===== config.mk =====
export PLATFORM = sky130hd
export DESIGN_NAME = iopt_walker
export DESIGN_NICKNAME = d
export VERILOG_FILES = /design/src/rtl/iopt_walker_pkg.sv /design/src/rtl/iopt_cfg_regs.sv /design/src/rtl/iopt_decode.sv /design/src/rtl/iopt_walk_fsm.sv /design/src/rtl/iopt_walker.sv
export SDC_FILE = /design/constraint.sdc
export NUM_CORES = 2
export LEC_CHECK = 0
export ABC_AREA = 1
export BUFFER_PORTS_ARGS = -buffer_cell sky130_fd_sc_hd__clkbuf_2
export CAP_MARGIN = 20
export CORE_MARGIN = 4
export CORE_UTILIZATION = 54
export CTS_BUF_LIST = sky130_fd_sc_hd__clkbuf_8
export DETAILED_ROUTE_END_ITERATION = 8
export MAX_ROUTING_LAYER = met4
export PLACE_DENSITY = 0.74
export SYNTH_ARGS = -nofsm -noshare
export SYNTH_HDL_FRONTEND = slang
export SYNTH_SLANG_ARGS = --single-unit

===== constraint.sdc =====
create_clock -name clk_i -period 8.2 [get_ports clk_i]
set_input_delay 0.41 -clock clk_i [delete_from_list [all_inputs] [get_ports clk_i]]
set_output_delay 0.41 -clock clk_i [all_outputs]
set_load 0.005 [all_outputs]

===== src/rtl/iopt_walker_pkg.sv =====
package iopt_walker_pkg;
  localparam int PAGE_BITS      = 14;
  localparam int IDX_BITS       = 11;
  localparam int ENT_BYTES_LOG  = 3;
  localparam int ROOT_LSB       = PAGE_BITS + 2 * IDX_BITS;
  localparam int ROOT_SHIFT     = 12;
  localparam int TCR_XLATE_BIT  = 7;
  localparam int TCR_BYPASS_BIT = 8;
  localparam int ROOT_VALID_BIT = 31;
  localparam int TCR_BASE       = 'h100;
  localparam int ROOT_BASE      = 'h200;

  typedef enum logic [1:0] {MODE_BAD, MODE_PASS, MODE_WALK} mode_e;

  typedef enum logic [2:0] {
    CAUSE_NONE    = 3'd0,
    CAUSE_MODE    = 3'd1,
    CAUSE_RANGE   = 3'd2,
    CAUSE_NO_ROOT = 3'd3,
    CAUSE_NO_L1   = 3'd4,
    CAUSE_NO_L2   = 3'd5
  } cause_e;

  typedef enum logic [2:0] {ST_IDLE, ST_DECODE, ST_L1, ST_L2, ST_RESP} state_e;
endpackage


===== src/rtl/iopt_cfg_regs.sv =====
module iopt_cfg_regs
  import iopt_walker_pkg::*;
#(
  parameter int NS     = 16,
  parameter int NR     = 4,
  parameter int CFG_AW = 12,
  localparam int SW    = $clog2(NS),
  localparam int RW    = $clog2(NR)
) (
  input  logic              clk_i,
  input  logic              rst_ni,
  input  logic              cfg_we_i,
  input  logic [CFG_AW-1:0] cfg_addr_i,
  input  logic [31:0]       cfg_wdata_i,
  input  logic [SW-1:0]     rd_stream_i,
  input  logic [RW-1:0]     rd_root_i,
  output logic              tcr_xlate_o,
  output logic              tcr_bypass_o,
  output logic [31:0]       root_o
);
  localparam int ROOT_STRIDE = 4 * NR;

  logic [1:0]  tcr_q  [NS];
  logic [31:0] root_q [NS][NR];

  logic [CFG_AW-1:0] tcr_off, root_off;
  logic              tcr_hit, root_hit;
  logic [SW-1:0]     tcr_s, root_s;
  logic [RW-1:0]     root_r;

  assign tcr_off  = cfg_addr_i - CFG_AW'(TCR_BASE);
  assign root_off = cfg_addr_i - CFG_AW'(ROOT_BASE);
  assign tcr_hit  = cfg_we_i && (cfg_addr_i[1:0] == 2'b00) &&
                    (cfg_addr_i >= CFG_AW'(TCR_BASE)) && (tcr_off < CFG_AW'(4 * NS));
  assign root_hit = cfg_we_i && (cfg_addr_i[1:0] == 2'b00) &&
                    (cfg_addr_i >= CFG_AW'(ROOT_BASE)) &&
                    (root_off < CFG_AW'(ROOT_STRIDE * NS));
  assign tcr_s    = tcr_off[2 +: SW];
  assign root_r   = root_off[2 +: RW];
  assign root_s   = root_off[2 + RW +: SW];

  always_ff @(posedge clk_i or negedge rst_ni) begin
    if (!rst_ni) begin
      for (int s = 0; s < NS; s++) begin
        tcr_q[s] <= '0;
        for (int r = 0; r < NR; r++) root_q[s][r] <= '0;
      end
    end else begin
      for (int s = 0; s < NS; s++) begin
        if (tcr_hit && tcr_s == SW'(s))
          tcr_q[s] <= {cfg_wdata_i[TCR_BYPASS_BIT], cfg_wdata_i[TCR_XLATE_BIT]};
        for (int r = 0; r < NR; r++)
          if (root_hit && root_s == SW'(s) && root_r == RW'(r))
            root_q[s][r] <= cfg_wdata_i;
      end
    end
  end

  assign tcr_xlate_o  = tcr_q[rd_stream_i][0];
  assign tcr_bypass_o = tcr_q[rd_stream_i][1];
  assign root_o       = root_q[rd_stream_i][rd_root_i];
endmodule


===== src/rtl/iopt_decode.sv =====
module iopt_decode
  import iopt_walker_pkg::*;
#(
  parameter int NR     = 4,
  parameter int VA_W   = 40,
  parameter int MEM_AW = 44
) (
  input  logic                   tcr_xlate_i,
  input  logic                   tcr_bypass_i,
  input  logic [31:0]            root_i,
  input  logic [VA_W-ROOT_LSB-1:0] root_field_i,
  input  logic [IDX_BITS-1:0]    l1_idx_i,
  output mode_e                  mode_o,
  output logic                   root_in_range_o,
  output logic                   root_valid_o,
  output logic [MEM_AW-1:0]      l1_addr_o
);
  always_comb begin
    unique case ({tcr_bypass_i, tcr_xlate_i})
      2'b10:   mode_o = MODE_PASS;
      2'b01:   mode_o = MODE_WALK;
      default: mode_o = MODE_BAD;
    endcase
  end

  assign root_in_range_o = int'(root_field_i) < NR;
  assign root_valid_o    = root_i[ROOT_VALID_BIT];
  assign l1_addr_o = MEM_AW'({root_i[ROOT_VALID_BIT-1:0], {ROOT_SHIFT{1'b0}}}) +
                     MEM_AW'({l1_idx_i, {ENT_BYTES_LOG{1'b0}}});
endmodule


===== src/rtl/iopt_walk_fsm.sv =====
module iopt_walk_fsm
  import iopt_walker_pkg::*;
#(
  parameter int SW     = 4,
  parameter int VA_W   = 40,
  parameter int PA_W   = 40,
  parameter int MEM_AW = 44
) (
  input  logic              clk_i,
  input  logic              rst_ni,
  input  logic              req_valid_i,
  input  logic [SW-1:0]     req_stream_i,
  input  logic [VA_W-1:0]   req_va_i,
  output logic              req_ready_o,
  output logic              rsp_valid_o,
  input  logic              rsp_ready_i,
  output logic [PA_W-1:0]   rsp_pa_o,
  output cause_e            rsp_cause_o,
  output logic              mem_req_o,
  output logic [MEM_AW-1:0] mem_addr_o,
  input  logic              mem_rvalid_i,
  input  logic [63:0]       mem_rdata_i,
  input  mode_e             mode_i,
  input  logic              root_in_range_i,
  input  logic              root_valid_i,
  input  logic [MEM_AW-1:0] l1_addr_i,
  output logic [SW-1:0]     stream_o,
  output logic [VA_W-1:0]   va_o
);
  state_e            state_q;
  logic [SW-1:0]     stream_q;
  logic [VA_W-1:0]   va_q;
  logic [PA_W-1:0]   pa_q;
  cause_e            cause_q;
  logic              mem_req_q;
  logic [MEM_AW-1:0] mem_addr_q;
  logic [MEM_AW-1:0] l2_addr;
  logic              unused_rdata;

  assign l2_addr = MEM_AW'({mem_rdata_i[PA_W-1:PAGE_BITS], {PAGE_BITS{1'b0}}}) +
                   MEM_AW'({va_q[PAGE_BITS +: IDX_BITS], {ENT_BYTES_LOG{1'b0}}});
  assign unused_rdata = ^{mem_rdata_i[63:PA_W], mem_rdata_i[PAGE_BITS-1:1]};

  always_ff @(posedge clk_i or negedge rst_ni) begin
    if (!rst_ni) begin
      state_q    <= ST_IDLE;
      stream_q   <= '0;
      va_q       <= '0;
      pa_q       <= '0;
      cause_q    <= CAUSE_NONE;
      mem_req_q  <= 1'b0;
      mem_addr_q <= '0;
    end else begin
      mem_req_q <= 1'b0;
      unique case (state_q)
        ST_IDLE: if (req_valid_i) begin
          stream_q <= req_stream_i;
          va_q     <= req_va_i;
          state_q  <= ST_DECODE;
        end
        ST_DECODE: begin
          pa_q    <= '0;
          state_q <= ST_RESP;
          unique case (mode_i)
            MODE_PASS: begin
              pa_q    <= va_q[PA_W-1:0];
              cause_q <= CAUSE_NONE;
            end
            MODE_WALK: begin
              if (!root_in_range_i)  cause_q <= CAUSE_RANGE;
              else if (!root_valid_i) cause_q <= CAUSE_NO_ROOT;
              else begin
                mem_req_q  <= 1'b1;
                mem_addr_q <= l1_addr_i;
                state_q    <= ST_L1;
              end
            end
            default: cause_q <= CAUSE_MODE;
          endcase
        end
        ST_L1: if (mem_rvalid_i) begin
          if (!mem_rdata_i[0]) begin
            cause_q <= CAUSE_NO_L1;
            state_q <= ST_RESP;
          end else begin
            mem_req_q  <= 1'b1;
            mem_addr_q <= l2_addr;
            state_q    <= ST_L2;
          end
        end
        ST_L2: if (mem_rvalid_i) begin
          if (!mem_rdata_i[0]) cause_q <= CAUSE_NO_L2;
          else begin
            pa_q    <= {mem_rdata_i[PA_W-1:PAGE_BITS], va_q[PAGE_BITS-1:0]};
            cause_q <= CAUSE_NONE;
          end
          state_q <= ST_RESP;
        end
        ST_RESP: if (rsp_ready_i) state_q <= ST_IDLE;
        default: state_q <= ST_IDLE;
      endcase
    end
  end

  assign req_ready_o = (state_q == ST_IDLE);
  assign rsp_valid_o = (state_q == ST_RESP);
  assign rsp_pa_o    = pa_q;
  assign rsp_cause_o = cause_q;
  assign mem_req_o   = mem_req_q;
  assign mem_addr_o  = mem_addr_q;
  assign stream_o    = stream_q;
  assign va_o        = va_q;
endmodule


===== src/rtl/iopt_walker.sv =====
module iopt_walker
  import iopt_walker_pkg::*;
#(
  parameter int NS     = 16,
  parameter int NR     = 4,
  parameter int CFG_AW = 12,
  parameter int VA_W   = 40,
  parameter int PA_W   = 40,
  parameter int MEM_AW = 44,
  localparam int SW    = $clog2(NS),
  localparam int RW    = $clog2(NR)
) (
  input  logic              clk_i,
  input  logic              rst_ni,
  input  logic              cfg_we_i,
  input  logic [CFG_AW-1:0] cfg_addr_i,
  input  logic [31:0]       cfg_wdata_i,
  input  logic              req_valid_i,
  output logic              req_ready_o,
  input  logic [SW-1:0]     req_stream_i,
  input  logic [VA_W-1:0]   req_va_i,
  output logic              rsp_valid_o,
  input  logic              rsp_ready_i,
  output logic [PA_W-1:0]   rsp_pa_o,
  output logic              rsp_fault_o,
  output logic [2:0]        rsp_cause_o,
  output logic              mem_req_o,
  output logic [MEM_AW-1:0] mem_addr_o,
  input  logic              mem_rvalid_i,
  input  logic [63:0]       mem_rdata_i
);
  logic              tcr_xlate, tcr_bypass, root_in_range, root_valid;
  logic [31:0]       root_word;
  logic [SW-1:0]     cur_stream;
  logic [VA_W-1:0]   cur_va;
  logic [MEM_AW-1:0] l1_addr;
  mode_e             mode;
  cause_e            cause;

  iopt_cfg_regs #(.NS(NS), .NR(NR), .CFG_AW(CFG_AW)) u_regs (
    .clk_i, .rst_ni, .cfg_we_i, .cfg_addr_i, .cfg_wdata_i,
    .rd_stream_i (cur_stream),
    .rd_root_i   (cur_va[ROOT_LSB +: RW]),
    .tcr_xlate_o (tcr_xlate),
    .tcr_bypass_o(tcr_bypass),
    .root_o      (root_word)
  );

  iopt_decode #(.NR(NR), .VA_W(VA_W), .MEM_AW(MEM_AW)) u_dec (
    .tcr_xlate_i    (tcr_xlate),
    .tcr_bypass_i   (tcr_bypass),
    .root_i         (root_word),
    .root_field_i   (cur_va[VA_W-1:ROOT_LSB]),
    .l1_idx_i       (cur_va[PAGE_BITS + IDX_BITS +: IDX_BITS]),
    .mode_o         (mode),
    .root_in_range_o(root_in_range),
    .root_valid_o   (root_valid),
    .l1_addr_o      (l1_addr)
  );

  iopt_walk_fsm #(.SW(SW), .VA_W(VA_W), .PA_W(PA_W), .MEM_AW(MEM_AW)) u_fsm (
    .clk_i, .rst_ni, .req_valid_i, .req_stream_i, .req_va_i, .req_ready_o,
    .rsp_valid_o, .rsp_ready_i, .rsp_pa_o,
    .rsp_cause_o    (cause),
    .mem_req_o, .mem_addr_o, .mem_rvalid_i, .mem_rdata_i,
    .mode_i         (mode),
    .root_in_range_i(root_in_range),
    .root_valid_i   (root_valid),
    .l1_addr_i      (l1_addr),
    .stream_o       (cur_stream),
    .va_o           (cur_va)
  );

  assign rsp_cause_o = cause;
  assign rsp_fault_o = (cause != CAUSE_NONE);
endmodule


== Word level (Yosys, flattened, before mapping) ==
Index checks and enable logic that the tools add are counted.
Operators by class
  reduce and logical (&&, ||, !) cells: 115
  bitwise operators: 2
  equality and inequality tests: 52
  muxes and demuxes: 43
  add/sub/neg operators: 4
  $lt $le $gt $ge: 7
Operators by type and width (count)
  binary-select mux 128 bit (select 4 bit): 1
  two-way mux 128 bit: 2
  two-way mux 44 bit: 5
  two-way mux 40 bit: 3
  logical AND 1 bit: 101
  case mux 44 bit (2 select lines): 1
  case mux 40 bit (2 select lines): 1
  binary-select mux 32 bit (select 2 bit): 1
  == test 4 bit, second input constant: 16
  two-way mux 32 bit: 2
  adder 43 x 14 -> 44 bit: 1
  two-way mux 3 bit: 14
  adder 40 x 14 -> 41 bit: 1
  == test 4 x 3 -> 1 bit, second input constant: 8
  == test 4 x 2 -> 1 bit, second input constant: 4
  case mux 3 bit (5 select lines): 1
  != test 2 bit, second input constant: 7
  greater-or-equal comparator 12 x 10 -> 1 bit, second input constant: 1
  greater-or-equal comparator 12 x 9 -> 1 bit, second input constant: 1
  < comparator 12 x 7 -> 1 bit, second input constant: 1
  < comparator 12 x 9 -> 1 bit, second input constant: 1
  subtractor 12 x 10 -> 12 bit, second input constant: 1
  subtractor 12 x 9 -> 12 bit, second input constant: 1
  case mux 3 bit (3 select lines): 1
  other kinds (29): 47
Storage, ports and cells
  bits in registers: 2215
  input port bits: 158
  word-level logic and storage cells: 310

== Longest topological paths before layout ==
  depth after elaboration: 12
  mapped depth: 28

== Hierarchy ==
A second synthesis with hierarchy kept.
Second synthesis, totals
  cells, all modules: 12786
  area, all modules: 104306.3 sq um
Modules (own cells, without submodules)
  iopt_cfg_regs: cells each 11711, times used 1, area an instance 96844.1 sq um
  iopt_walk_fsm: cells each 857, times used 1, area an instance 6336.1 sq um
  iopt_decode: cells each 215, times used 1, area an instance 1114.8 sq um
  iopt_walker: cells each 3, times used 1, area an instance 11.3 sq um

== Worst setup path before layout ==
OpenSTA, ideal clock, no wires.
  path kind: reg2reg
  from: reg u_fsm.stream_q[0], in the netlist u_fsm.stream_o[0]
  to: reg u_fsm.mem_addr_q[22], in the netlist u_fsm.mem_addr_o[22]
  path buffers: 7
  stages on the path, launching flop included: 27
  arrival time: 3.556 ns
  setup slack: 4.528 ns
  required time: 8.084 ns
  path through: dfrtp_1 -> buf_6 -> inv_6 -> buf_8 -> buf_12 -> buf_6 -> buf_4 -> buf_4 -> clkbuf_1 -> nor2_1 -> o22ai_1 -> nor2_1 -> o22ai_1 -> nor2_1 -> o22ai_1 -> ha_1 -> inv_1 -> fa_1 -> inv_1 -> nand3_1 -> nor2_4 -> nand3_2 -> nor2_2 -> xor2_1 -> nand2_1 -> nand2_1 -> nand2_1
On the way
  cells in the longest elaborated chain, start to end: 12
  elaborated cells on any way between the ends: 22
  those cells by class: add/sub (1); eq/ne (5); mux (14); bitwise (1); reduce/logical (1)
Ends and longest elaborated chain
  start, declared: RTL line iopt_walk_fsm.sv:31  | logic [SW-1:0] stream_q;
  start signal, assigned: RTL line iopt_walk_fsm.sv:57  | stream_q <= req_stream_i;
  NOT 4 -> 5 bit (implied by the code) *: RTL line iopt_cfg_regs.sv:59, iopt_cfg_regs.sv:60, iopt_cfg_regs.sv:61
  binary-select mux 128 bit (select 4 bit): RTL line iopt_cfg_regs.sv:61  | assign root_o = root_q[rd_stream_i][rd_root_i];
  two-way mux 128 bit (implied by the code) (2 in series): RTL line iopt_cfg_regs.sv:61
  binary-select mux 32 bit (select 2 bit): RTL line iopt_cfg_regs.sv:61
  two-way mux 32 bit (implied by the code) (2 in series): RTL line iopt_cfg_regs.sv:61
  adder 43 x 14 -> 44 bit: RTL line iopt_decode.sv:28  | assign l1_addr_o = MEM_AW'({root_i[ROOT_VALID_BIT-1:0], {ROOT_SHIFT{1'b0}}}) +
  two-way mux 44 bit: RTL line iopt_walk_fsm.sv:71  | else if (!root_valid_i) cause_q <= CAUSE_NO_ROOT;
  two-way mux 44 bit: RTL line iopt_walk_fsm.sv:70  | if (!root_in_range_i) cause_q <= CAUSE_RANGE;
  two-way mux 44 bit: RTL line iopt_walk_fsm.sv:64  | unique case (mode_i)
  case mux 44 bit (2 select lines): RTL line iopt_walk_fsm.sv:55  | unique case (state_q)
  end signal, assigned: RTL line iopt_walk_fsm.sv:74  | mem_addr_q <= l1_addr_i;
  end signal, assigned: RTL line iopt_walk_fsm.sv:87  | mem_addr_q <= l2_addr;
  end, declared: RTL line iopt_walk_fsm.sv:36  | logic [MEM_AW-1:0] mem_addr_q;
Mark *: on every way between the ends. The rest lies on a longest branch, timed or not. The select of a mux whose other input is x is not followed.
A chain may end at the register's enable or synchronous reset.

== Worst setup path after layout ==
  from: reg u_fsm.stream_q[0], in the netlist u_fsm.stream_o[0]
  to: reg u_fsm.mem_addr_q[40], in the netlist u_fsm.mem_addr_o[40]
The elaborated chain is that of the path after synthesis.

==> results.json <==
{
  "fp.dieH_um": 440,
  "yosysMostFrequentCell": "nand2_1",
  "first_global_vias": 85700,
  "postCtsSetupBuffers": 0,
  "avgViaCountPerCell": 6.05,
  "drt_iter0_drc": 13000,
  "dr.max_layer_used": "met4",
  "synthAdderAreaFrac_pct": 0.0695,
  "min_period_ns": 5.45,
  "reg2reg_depth": 18,
  "grt_overflow": 0,
  "synth_flop_cell": "dfrtp_1",
  "r2r-end": "u_fsm.mem_addr_o[40]",
  "tritoncts": "yes",
  "dp_hpwl_um": 173000,
  "drv_cap": 0,
  "layout-drive-gt1-share_pct": 8.71,
  "drc": 0,
  "dp_cells": 14300,
  "totalPowerFinal_mw": 32.6,
  "worstHoldPathType": "primary input to asynchronous set/reset pin",
  "yosysTopAreaCell": "dfrtp_1",
  "routedWlPerCell_um": 21.9,
  "ys_ff_latch": 2212,
  "yosys-top-cells-count": "nand2_1, o21ai_0, dfrtp_1",
  "port_buffers": 208,
  "die_w_um": 440,
  "yosysWarnings": 0,
  "fin_skew_ns": 0.0737,
  "slowest_delay_ns": 0.66,
  "cp_data_arrival_time_ns": 6.40,
  "firstDrtPassIters": 7,
  "met2_length_um": 146000,
  "core.rowCount": 158,
  "clock_latency_ns": 1.06,
  "regToRegSetupSlack_ns": 2.75,
  "timing.rr.start": "u_fsm.stream_o[0]",
  "leakagePower_nw": 50.1,
  "outcome": "finished clean",
  "maxSlewHeadroom_pct": 29.7,
  "synthMuxAreaShare_pct": 0.413,
  "met1Wirelength_um": 129000,
  "timing.fmax_mhz": 183,
  "dr_total_vias": 90800,
  "synth_top_family_by_area": "simple AND/OR/NAND/NOR gates",
  "crit_family": "compound AO/OA/AOI/OAI gates",
  "synth_edf_count": 0,
  "die_area_um2": 194000,
  "worstPathCellList": "clkinv_16, o21ai_0, o22ai_1, o21ai_0, o22ai_1, o21ai_0, o22ai_1, ha_1, inv_1, fa_1, inv_1, nand3_1, inv_1, nand2_1, nor3_1, nand3_1, nand3_1, nand2_1",
  "worst-path-max-fanout": 281,
  "synth_area_um2": 101000,
  "synth-compound-area-share_pct": 12.3,
  "path_class": "flip-flop to flip-flop",
  "yosysSeqAreaShare_pct": 54.9,
  "min_period_over_period_pct": 66.5,
  "io_pins": 249,
  "async_flop_share_pct": 100,
  "wl_met3_um": 34300,
  "gp_congestion": 0.928,
  "finalMaxSlewViolations": 0,
  "cp_num_cells": 18,
  "yosys.area_share.simple_pct": 26.9,
  "synth_xor_area_share_pct": 0.0261,
  "cts-root-buf": "clkbuf_8",
  "antenna_found_initial": 15,
  "ys_types": 45,
  "crit_slowest_cell": "dfrtp_4",
  "core_um2": 185000,
  "antenna_left": 0,
  "area_growth_pct": 9.58,
  "numClockSinks": 2212,
  "htreeDepth": 5,
  "crit_buf_inv": 4,
  "post-route-util_pct": 59.6,
  "worst_slew_pin_slew_ns": 1.05,
  "floorplan.initialDensity_pct": 54.4,
  "cts.reportedPaths.clkPinSlew_ns": 0.06,
  "power_density_nw_per_um2": 295,
  "wirelength_um": 328000,
  "fin_area_um2": 110000,
  "setup_viol": 0,
  "synth_top_area_share_pct": 54.9,
  "cp.required_ns": 9.15,
  "synthTopCellsByArea": "dfrtp_1, nand2_1, o21ai_0, nand3_1, clkbuf_1",
  "finalHoldViolCount": 0,
  "ir_worst_vdd_mv": 0.287,
  "grtUsageTotal_pct": 34.5,
  "avgSynthCellArea_um2": 8.08,
  "rsz0062_at_grt": "no",
  "syn_inst": 12500,
  "grt_max_degree": 282,
  "cts.path.max_buffers": 4,
  "grt_pass1_wl_um": 503000,
  "placed_area_um2": 102000,
  "nFillCells": 16300,
  "setup.worst_path.start_class": "flip-flop",
  "endpoint_kind": "flip-flop",
  "numCtsBuffers": 375,
  "layout.cells.non_filler": 15000,
  "fin_nets": 12400,
  "tns_ns": 0
}
[placed cells by master (no fill, tap or decap), types with 38 or more instances in the layout]
cell type,count
o22ai_1,75
nor2_1,325
clkbuf_8,476
clkbuf_2,207
dfrtp_1,2206
a21oi_1,68
inv_2,38
nand2_1,4330
buf_4,162
nand3_1,1809
nand3_2,57
dlygate4sd3_1,91
o21ai_0,2265
inv_1,170
[final cells by class]
cell class	count	area [µm²]	area share [%]
diodes	14	35.0	0.0317
flip-flops and latches	2212	55400	50.1
clock inverters	150	751	0.680
multi-input cells	9067	40400	36.6
inverters	102	439	0.398
well taps	2480	3100	2.81
clock buffers	476	6550	5.93
repair buffers	490	3780	3.42
[stage by stage]
| stage | setup WS (ns) | hold WS (ns) |
|---|---|---|
| detailed placement | 2.92 | 0.466 |
| CTS | 2.93 | 0.000146 |
| finish | 2.75 | 0.0137 |
| floorplan | 4.53 | 0.114 |
| global route | 2.56 | 0.0616 |
| global placement | 2.92 | 0.461 |
[sequential cells by signal (all words and copies together) (netlist names)]
register / flops
u_fsm.state_q: 3
u_fsm.mem_req_o: 1
u_fsm.mem_addr_o: 41
u_regs.tcr_q: 32
u_fsm.rsp_pa_o: 40
u_fsm.rsp_cause_o: 3
u_fsm.stream_o: 4
u_fsm.va_o: 40
u_regs.root_q: 2048
[per-layer routing]
layer	GRT usage [%]	vias up
met1	45.1	43900
met5	-	-
met2	50.9	5143
met4	18.2	0
met3	7.17	984
li1	-	40700
[what timing repair did]
| item | in CTS | in global routing |
|---|---|---|
| endpoints found under the hold margin | 281 | 10 |
| hold buffers | 90 | 1 |
| resized for setup | 0 | 0 |
[worst max-delay path by stage]
stage                      startpoint                    to  slack [ns]
floorplan           u_fsm.stream_o[0]  u_fsm.mem_addr_o[22]        4.53
global placement    u_fsm.stream_o[0]  u_fsm.mem_addr_o[40]        2.92
detailed placement  u_fsm.stream_o[0]  u_fsm.mem_addr_o[40]        2.92
CTS                 u_fsm.stream_o[0]  u_fsm.mem_addr_o[40]        2.93
global route        u_fsm.stream_o[0]  u_fsm.mem_addr_o[40]        2.56
finish              u_fsm.stream_o[0]  u_fsm.mem_addr_o[40]        2.75
[kinds of logic after synthesis]
kind of cell	count (synthesis)
simple gates	6570
buf+inv	1190
xor+xnor	3
fa+ha+maj	5
compound gates	2449
flops	2212
other cells	1
mux	37
[power breakdown]
part           switching (mW)  internal, mW  total [mW]
Clock                    4.43          5.31        9.74
Combinational            8.42          2.74        11.2
Sequential              0.389          11.3        11.7
Total                    13.2          19.3        32.6
(Power assumes the default switching activity.)
